### config.mk
export PLATFORM = sky130hd
export DESIGN_NAME = rtc_wdog
export DESIGN_NICKNAME = d
export VERILOG_FILES = /design/src/rtl/rtw_pkg.sv /design/src/rtl/rtw_prescaler.sv /design/src/rtl/rtw_tick_flag.sv /design/src/rtl/rtw_wdog.sv /design/src/rtl/rtc_wdog.sv
export SDC_FILE = /design/constraint.sdc
export NUM_CORES = 1
export LEC_CHECK = 0
export ABC_CLOCK_PERIOD_IN_PS = 4800
export BUFFER_PORTS_ARGS = -buffer_cell sky130_fd_sc_hd__buf_2
export CORE_MARGIN = 5
export CORE_UTILIZATION = 50
export CTS_CLUSTER_DIAMETER = 30
export DETAILED_ROUTE_END_ITERATION = 8
export GPL_TIMING_DRIVEN = 0
export PLACE_DENSITY = 0.73
export SLEW_MARGIN = 5
export SYNTH_ARGS = -nofsm -noshare
export SYNTH_HDL_FRONTEND = slang
export SYNTH_SLANG_ARGS = --single-unit
export TNS_END_PERCENT = 20
### constraint.sdc
create_clock -name clk_i -period 4.8 [get_ports clk_i]
set_clock_uncertainty 0.05 [all_clocks]
set_input_delay 0.96 -clock clk_i [delete_from_list [all_inputs] [get_ports clk_i]]
set_output_delay 0.96 -clock clk_i [all_outputs]
set_load 0.01 [all_outputs]
### src/rtl/rtw_pkg.sv
package rtw_pkg;
  typedef enum logic [1:0] {
    A_CTRL  = 2'd0,
    A_STAT  = 2'd1,
    A_START = 2'd2,
    A_SVC   = 2'd3
  } rtw_addr_e;
endpackage

### src/rtl/rtw_prescaler.sv
module rtw_prescaler #(
  parameter int TAP_BASE = 7,
  parameter int SEL_W    = 3,
  parameter int WD_SEL   = 0
) (
  input  logic             clk_i,
  input  logic             rst_ni,
  input  logic [SEL_W-1:0] sel_i,
  output logic             tick_o,
  output logic             wd_tick_o
);
  localparam int NTAP  = 1 << SEL_W;
  localparam int DIV_W = TAP_BASE + NTAP;

  logic [DIV_W-1:0] div_q;
  logic [NTAP-1:0]  tap_hit;

  always_ff @(posedge clk_i or negedge rst_ni)
    if (!rst_ni) div_q <= '0;
    else         div_q <= div_q + 1'b1;

  // tap k fires when the low TAP_BASE+k+1 bits are all ones
  for (genvar k = 0; k < NTAP; k++) begin : g_tap
    assign tap_hit[k] = &div_q[TAP_BASE+k:0];
  end

  assign tick_o    = tap_hit[sel_i];
  assign wd_tick_o = tap_hit[WD_SEL];

  p_tick_spaced_r1: assert property (@(posedge clk_i) disable iff (!rst_ni)
    wd_tick_o |=> !wd_tick_o);
endmodule

### src/rtl/rtw_tick_flag.sv
module rtw_tick_flag (
  input  logic clk_i,
  input  logic rst_ni,
  input  logic set_i,
  input  logic clr_i,
  output logic flag_o
);
  always_ff @(posedge clk_i or negedge rst_ni)
    if (!rst_ni)     flag_o <= 1'b0;
    else if (set_i)  flag_o <= 1'b1;
    else if (clr_i)  flag_o <= 1'b0;

  p_flag_sticky_r3: assert property (@(posedge clk_i) disable iff (!rst_ni)
    (flag_o && !clr_i) |=> flag_o);
endmodule

### src/rtl/rtw_wdog.sv
module rtw_wdog #(
  parameter int          DATA_W  = 8,
  parameter int          TMO     = 16,
  parameter int          RST_CYC = 4,
  parameter logic [7:0]  SVC_KEY = 8'hA5
) (
  input  logic              clk_i,
  input  logic              rst_ni,
  input  logic              tick_i,
  input  logic              start_i,
  input  logic              svc_we_i,
  input  logic [DATA_W-1:0] svc_data_i,
  output logic              running_o,
  output logic              rst_req_o,
  output logic              err_o,
  output logic [$clog2(TMO+1)-1:0] cnt_o
);
  localparam int CNT_W = $clog2(TMO + 1);
  localparam int PW_W  = (RST_CYC > 1) ? $clog2(RST_CYC) : 1;
  localparam logic [CNT_W-1:0] LAST = CNT_W'(TMO - 1);
  localparam logic [CNT_W-1:0] LOW  = CNT_W'(TMO / 4);
  localparam logic [PW_W-1:0]  PW_INIT = PW_W'(RST_CYC - 1);
  localparam logic [DATA_W-1:0] KEY = DATA_W'(SVC_KEY);

  logic             running_q, rst_req_q;
  logic [CNT_W-1:0] cnt_q;
  logic [PW_W-1:0]  pw_q;
  logic             key_ok, svc_ok, svc_bad, expire;

  assign key_ok  = (svc_data_i == KEY);
  assign svc_ok  = running_q && svc_we_i && key_ok && (cnt_q >= LOW);
  assign svc_bad = running_q && svc_we_i && !(key_ok && (cnt_q >= LOW));
  assign expire  = running_q && !svc_we_i && tick_i && (cnt_q == LAST);
  assign err_o   = svc_bad || expire;

  always_ff @(posedge clk_i or negedge rst_ni)
    if (!rst_ni) begin
      running_q <= 1'b0;
      cnt_q     <= '0;
    end else if (err_o) begin
      running_q <= 1'b0;
      cnt_q     <= '0;
    end else if (running_q) begin
      if (svc_ok)      cnt_q <= '0;
      else if (tick_i) cnt_q <= cnt_q + 1'b1;
    end else if (start_i && !rst_req_q) begin
      running_q <= 1'b1;
      cnt_q     <= '0;
    end

  always_ff @(posedge clk_i or negedge rst_ni)
    if (!rst_ni) begin
      rst_req_q <= 1'b0;
      pw_q      <= '0;
    end else if (err_o) begin
      rst_req_q <= 1'b1;
      pw_q      <= PW_INIT;
    end else if (rst_req_q) begin
      if (pw_q == '0) rst_req_q <= 1'b0;
      else            pw_q      <= pw_q - 1'b1;
    end

  assign running_o = running_q;
  assign rst_req_o = rst_req_q;
  assign cnt_o     = cnt_q;

  p_wrong_key_r7: assert property (@(posedge clk_i) disable iff (!rst_ni)
    (running_q && svc_we_i && svc_data_i != KEY) |=> rst_req_q);
  p_keep_running_r5: assert property (@(posedge clk_i) disable iff (!rst_ni)
    (running_q && !svc_we_i && !(tick_i && cnt_q == LAST)) |=> running_q);
  p_cnt_bound_r6: assert property (@(posedge clk_i) disable iff (!rst_ni)
    cnt_q < CNT_W'(TMO));
  p_idle_after_pulse_r10: assert property (@(posedge clk_i) disable iff (!rst_ni)
    $fell(rst_req_q) |-> !running_q);
endmodule

### src/rtl/rtc_wdog.sv
module rtc_wdog
  import rtw_pkg::*;
#(
  parameter int         TAP_BASE = 7,
  parameter int         SEL_W    = 3,
  parameter int         WD_SEL   = 0,
  parameter int         TMO      = 16,
  parameter int         RST_CYC  = 4,
  parameter logic [7:0] SVC_KEY  = 8'hA5
) (
  input  logic       clk_i,
  input  logic       rst_ni,
  input  logic       we_i,
  input  logic [1:0] addr_i,
  input  logic [7:0] wdata_i,
  output logic [7:0] rdata_o,
  output logic       irq_o,
  output logic       wake_o,
  output logic       wdt_rst_o
);
  localparam int CNT_W = $clog2(TMO + 1);

  logic [SEL_W-1:0] sel_q;
  logic             irq_en_q, wake_en_q, wake_q, cause_q;
  logic             tick, wd_tick, flag, running, wd_err;
  logic [CNT_W-1:0] wd_cnt;
  rtw_addr_e        addr;

  assign addr = rtw_addr_e'(addr_i);

  always_ff @(posedge clk_i or negedge rst_ni)
    if (!rst_ni) begin
      sel_q     <= '0;
      irq_en_q  <= 1'b0;
      wake_en_q <= 1'b0;
    end else if (we_i && addr == A_CTRL) begin
      sel_q     <= wdata_i[SEL_W-1:0];
      irq_en_q  <= wdata_i[3];
      wake_en_q <= wdata_i[4];
    end

  rtw_prescaler #(.TAP_BASE(TAP_BASE), .SEL_W(SEL_W), .WD_SEL(WD_SEL)) u_pre (
    .clk_i, .rst_ni, .sel_i(sel_q), .tick_o(tick), .wd_tick_o(wd_tick)
  );

  rtw_tick_flag u_flag (
    .clk_i, .rst_ni, .set_i(tick),
    .clr_i(we_i && addr == A_STAT && wdata_i[0]), .flag_o(flag)
  );

  rtw_wdog #(.DATA_W(8), .TMO(TMO), .RST_CYC(RST_CYC), .SVC_KEY(SVC_KEY)) u_wd (
    .clk_i, .rst_ni, .tick_i(wd_tick),
    .start_i(we_i && addr == A_START && wdata_i[0]),
    .svc_we_i(we_i && addr == A_SVC), .svc_data_i(wdata_i),
    .running_o(running), .rst_req_o(wdt_rst_o), .err_o(wd_err), .cnt_o(wd_cnt)
  );

  always_ff @(posedge clk_i or negedge rst_ni)
    if (!rst_ni) begin
      wake_q  <= 1'b0;
      cause_q <= 1'b0;
    end else begin
      wake_q <= tick && wake_en_q;
      if (wd_err)                                        cause_q <= 1'b1;
      else if (we_i && addr == A_STAT && wdata_i[2])     cause_q <= 1'b0;
    end

  assign wake_o = wake_q;
  assign irq_o  = flag && irq_en_q;

  always_comb begin
    rdata_o = '0;
    unique case (addr)
      A_CTRL:  begin
        rdata_o[SEL_W-1:0] = sel_q;
        rdata_o[3]         = irq_en_q;
        rdata_o[4]         = wake_en_q;
      end
      A_STAT:  rdata_o[2:0] = {cause_q, running, flag};
      A_START: rdata_o = '0;
      A_SVC:   rdata_o[CNT_W-1:0] = wd_cnt;
    endcase
  end

  p_wake_pulse_r2: assert property (@(posedge clk_i) disable iff (!rst_ni)
    wake_o |=> !wake_o);
  p_cause_set_r10: assert property (@(posedge clk_i) disable iff (!rst_ni)
    $rose(wdt_rst_o) |-> cause_q);
endmodule

==> impl_metrics.yaml <==
status:
  outcome: "finished clean"
layout:
  diodes: 0
  drive_gt1_frac: 0.215
  n_fill_cell: 288
  fin_cells: 241
  syn2layout_area_growth_pct: 14.4
  fin_nets: 218
clock_tree:
  htree_levels: 2
  clock_path_buffers: 2
  clock_sinks: 32
  cts_tree: "built"
  cts_resized: 0
  clock_latency_ns: 0.34
  numCtsBuffers: 5
  path_clk_slew_ns: 0.10
  postCtsSetupBuffers: 0
  cts_root_buffer: "clkbuf_4"
  postCtsHoldBufs: 0
setup_path:
  critPathLaunchType: "input port"
  worstPathMaxFanout: 5
  path_buf_inv: 3
  crit_slowest_cell: "ha_1"
  crit_path_frequent_cell: "buf_2"
  crit_family: "buffers and inverters"
  worstSetupPathType: "input port to output pin"
  cp.required_ns: 3.79
  crit_chain: "buf_2 -> inv_1 -> ha_1 -> a22oi_1 -> o21ai_0 -> buf_2"
  cp_slowest_stage_delay_ns: 0.25
  cp.arrival_ns: 1.92
  r2r_slack_ns: 2.73
  crit_path_end_kind: "output pin"
routing:
  route.detailed.drc: 0
  first_pass_iters: 4
  wl_per_cell_um: 14.4
  drt_wl_total_um: 3470
  viasPerCell: 5.37
  drtAntennaViolNets: 0
  vias: 1295
  drtIter0Drc: 45
sta:
  worst_pin_slew_ns: 0.690
  maxSlewViolCount: 0
  period_share: 0.609
  whs_ns: 0.436
  finalSetupViolCount: 0
  setup_ws_ns: 1.87
  relSlewSlack: 0.540
  rsz0062_at_grt: "false"
  hold_violations: 0
  period_needed_ns: 2.93
  tns_ns: 0
  clock.fmax_mhz: 342
yosys:
  ys_seq_area_frac: 0.470
  synth_ff_type: "dfrtp_1"
  synth_area_leaders: "dfrtp_1, ha_1, xnor2_1"
  synth_top_area_frac: 0.470
  syn_avg_cell_area_um2: 10.3
  ys_ff_latch: 32
  yosys.cell_count.top_type: "dfrtp_1"
  synth_area_um2: 1710
  netlist_top_cells_count: "dfrtp_1, nand2_1, inv_1"
  synth_async_sr_flop_share: 1.00
  yosysUniqueCellTypes: 40
  synth.largest_area_cell: "dfrtp_1"
  yosysWarningCount: 0
  synth_edf_count: 0
  synthCells: 165
placed_design:
  gp_congestion: 0.891
  placed_cells: 233
  dp_hpwl_um: 2620
  portBuffers: 20
  dp_worst_setup_slack_ns: 1.90
global_route:
  grt_pass1_wl_um: 5890
  antenna_found_initial: 0
  grt_pass1_vias: 1364
  grt.overflow.total: 0
  track_usage: 0.176
  grt_max_degree: 33
hold_path:
  min_path_type: "flop to flop"
power_and_ir_drop:
  powerDensity_nw_per_um2: 335
  vdd_drop_max_mv: 0.243
  leakage_nw: 0.957
floorplanning:
  dieArea_um2: 4680
  io_pins: 24
  rows: 21
  core_um2: 3310
  die_w_um: 68.4
  die_y_um: 68.4
  start_util: 0.515
job:
  max_cap_viol_count: 0
-- where the power goes --
part	switching, mW	internal, mW
Combinational	0.0679	0.0541
Clock	0.101	0.108
Sequential	0.0248	0.298
-- cell families (layout without fill, tap and decap cells) --
kind of cell    after synthesis  after routing  share of synthesized area
fa+ha+maj                    11             11                     0.0807
compound gates               26             26                      0.117
other cells                   1              3                    0.00220
flops                        32             32                      0.470
simple gates                 56             56                      0.169
xor+xnor                     13             13                     0.0668
buf+inv                      20             48                     0.0550
mux                           6              6                     0.0396
-- area by class of cell --
| type | count | area, um^2 | area share |
|---|---|---|---|
| Clock inverter | 3 | 42.5 | 0.0218 |
| Tap cell | 46 | 57.6 | 0.0295 |
| Inverter | 16 | 60.1 | 0.0308 |
| Sequential cell | 32 | 801 | 0.411 |
| Timing Repair Buffer | 20 | 100 | 0.0513 |
| Multi-Input combinational cell | 115 | 818 | 0.419 |
| Clock buffer | 5 | 37.5 | 0.0192 |
| Buffer | 4 | 33.8 | 0.0173 |
-- cells in the final DEF, fill, tap and decap left out, types with 2 or more instances in the layout --
| cell type | Yosys | routed |
|---|---|---|
| nand3_1 | 8 | 8 |
| and2_1 | 3 | 3 |
| nand2b_1 | 2 | 2 |
| a22oi_1 | 5 | 5 |
| dfrtp_1 | 32 | 32 |
| mux2_2 | 6 | 6 |
| inv_1 | 15 | 15 |
| ha_1 | 11 | 11 |
| buf_2 | 0 | 20 |
| o211ai_1 | 2 | 2 |
| nor4_1 | 2 | 2 |
| nand4_1 | 4 | 4 |
| conb_1 | 1 | 3 |
| nand2_1 | 17 | 17 |
| nor2_1 | 9 | 9 |
| buf_4 | 3 | 3 |
| xnor2_1 | 8 | 8 |
| xor2_1 | 5 | 5 |
| nor3_1 | 3 | 3 |
| o21ai_0 | 5 | 5 |
| a21boi_0 | 3 | 3 |
| a22o_1 | 2 | 2 |
| clkbuf_4 | 0 | 5 |
-- through the flow --
stage	total power [mW]	utilization	cell area [um^2]
3_5_place_dp	0.449	0.565	1870
3_3_place_gp	0.441	0.565	1870
2_1_floorplan	0.405	-	1710
5_1_grt	0.694	0.589	1950
4_1_cts	0.657	0.589	1950
6_report	0.654	0.589	1950
-- layer usage --
| metal | vias up | routed length (um) | global-route usage |
|---|---|---|---|
| met3 | 9 | 217 | 0.0690 |
| met2 | 42 | 1670 | 0.280 |
| met5 | - | 0 | 0 |
| li1 | 627 | - | - |
| met1 | 617 | 1520 | 0.210 |
| met4 | 0 | 70 | 0.0720 |
-- final timing paths --
check / start / to / depth (start not counted)
max: addr_i[1] / rdata_o[0] / 6
min: u_pre.div_q[0] / u_pre.div_q[0] / 1
max reg2reg: u_wd.cnt_o[1] / u_wd.running_o / 7
min reg2reg: u_pre.div_q[0] / u_pre.div_q[0] / 1
max in group asynchronous: rst_ni / u_wd.pw_q[1] / 1
min in group asynchronous: rst_ni / u_pre.div_q[7] / 1
-- flip-flops by register name (all words and copies together) (netlist names) --
signal,cells
wake_en_q,1
irq_en_q,1
u_wd.cnt_o,5
cause_q,1
u_pre.div_q,15
u_wd.running_o,1
u_flag.flag_o,1
wake_o,1
sel_q,3
u_wd.pw_q,2
u_wd.rst_req_o,1
Power figures use the tool's default switching activity.
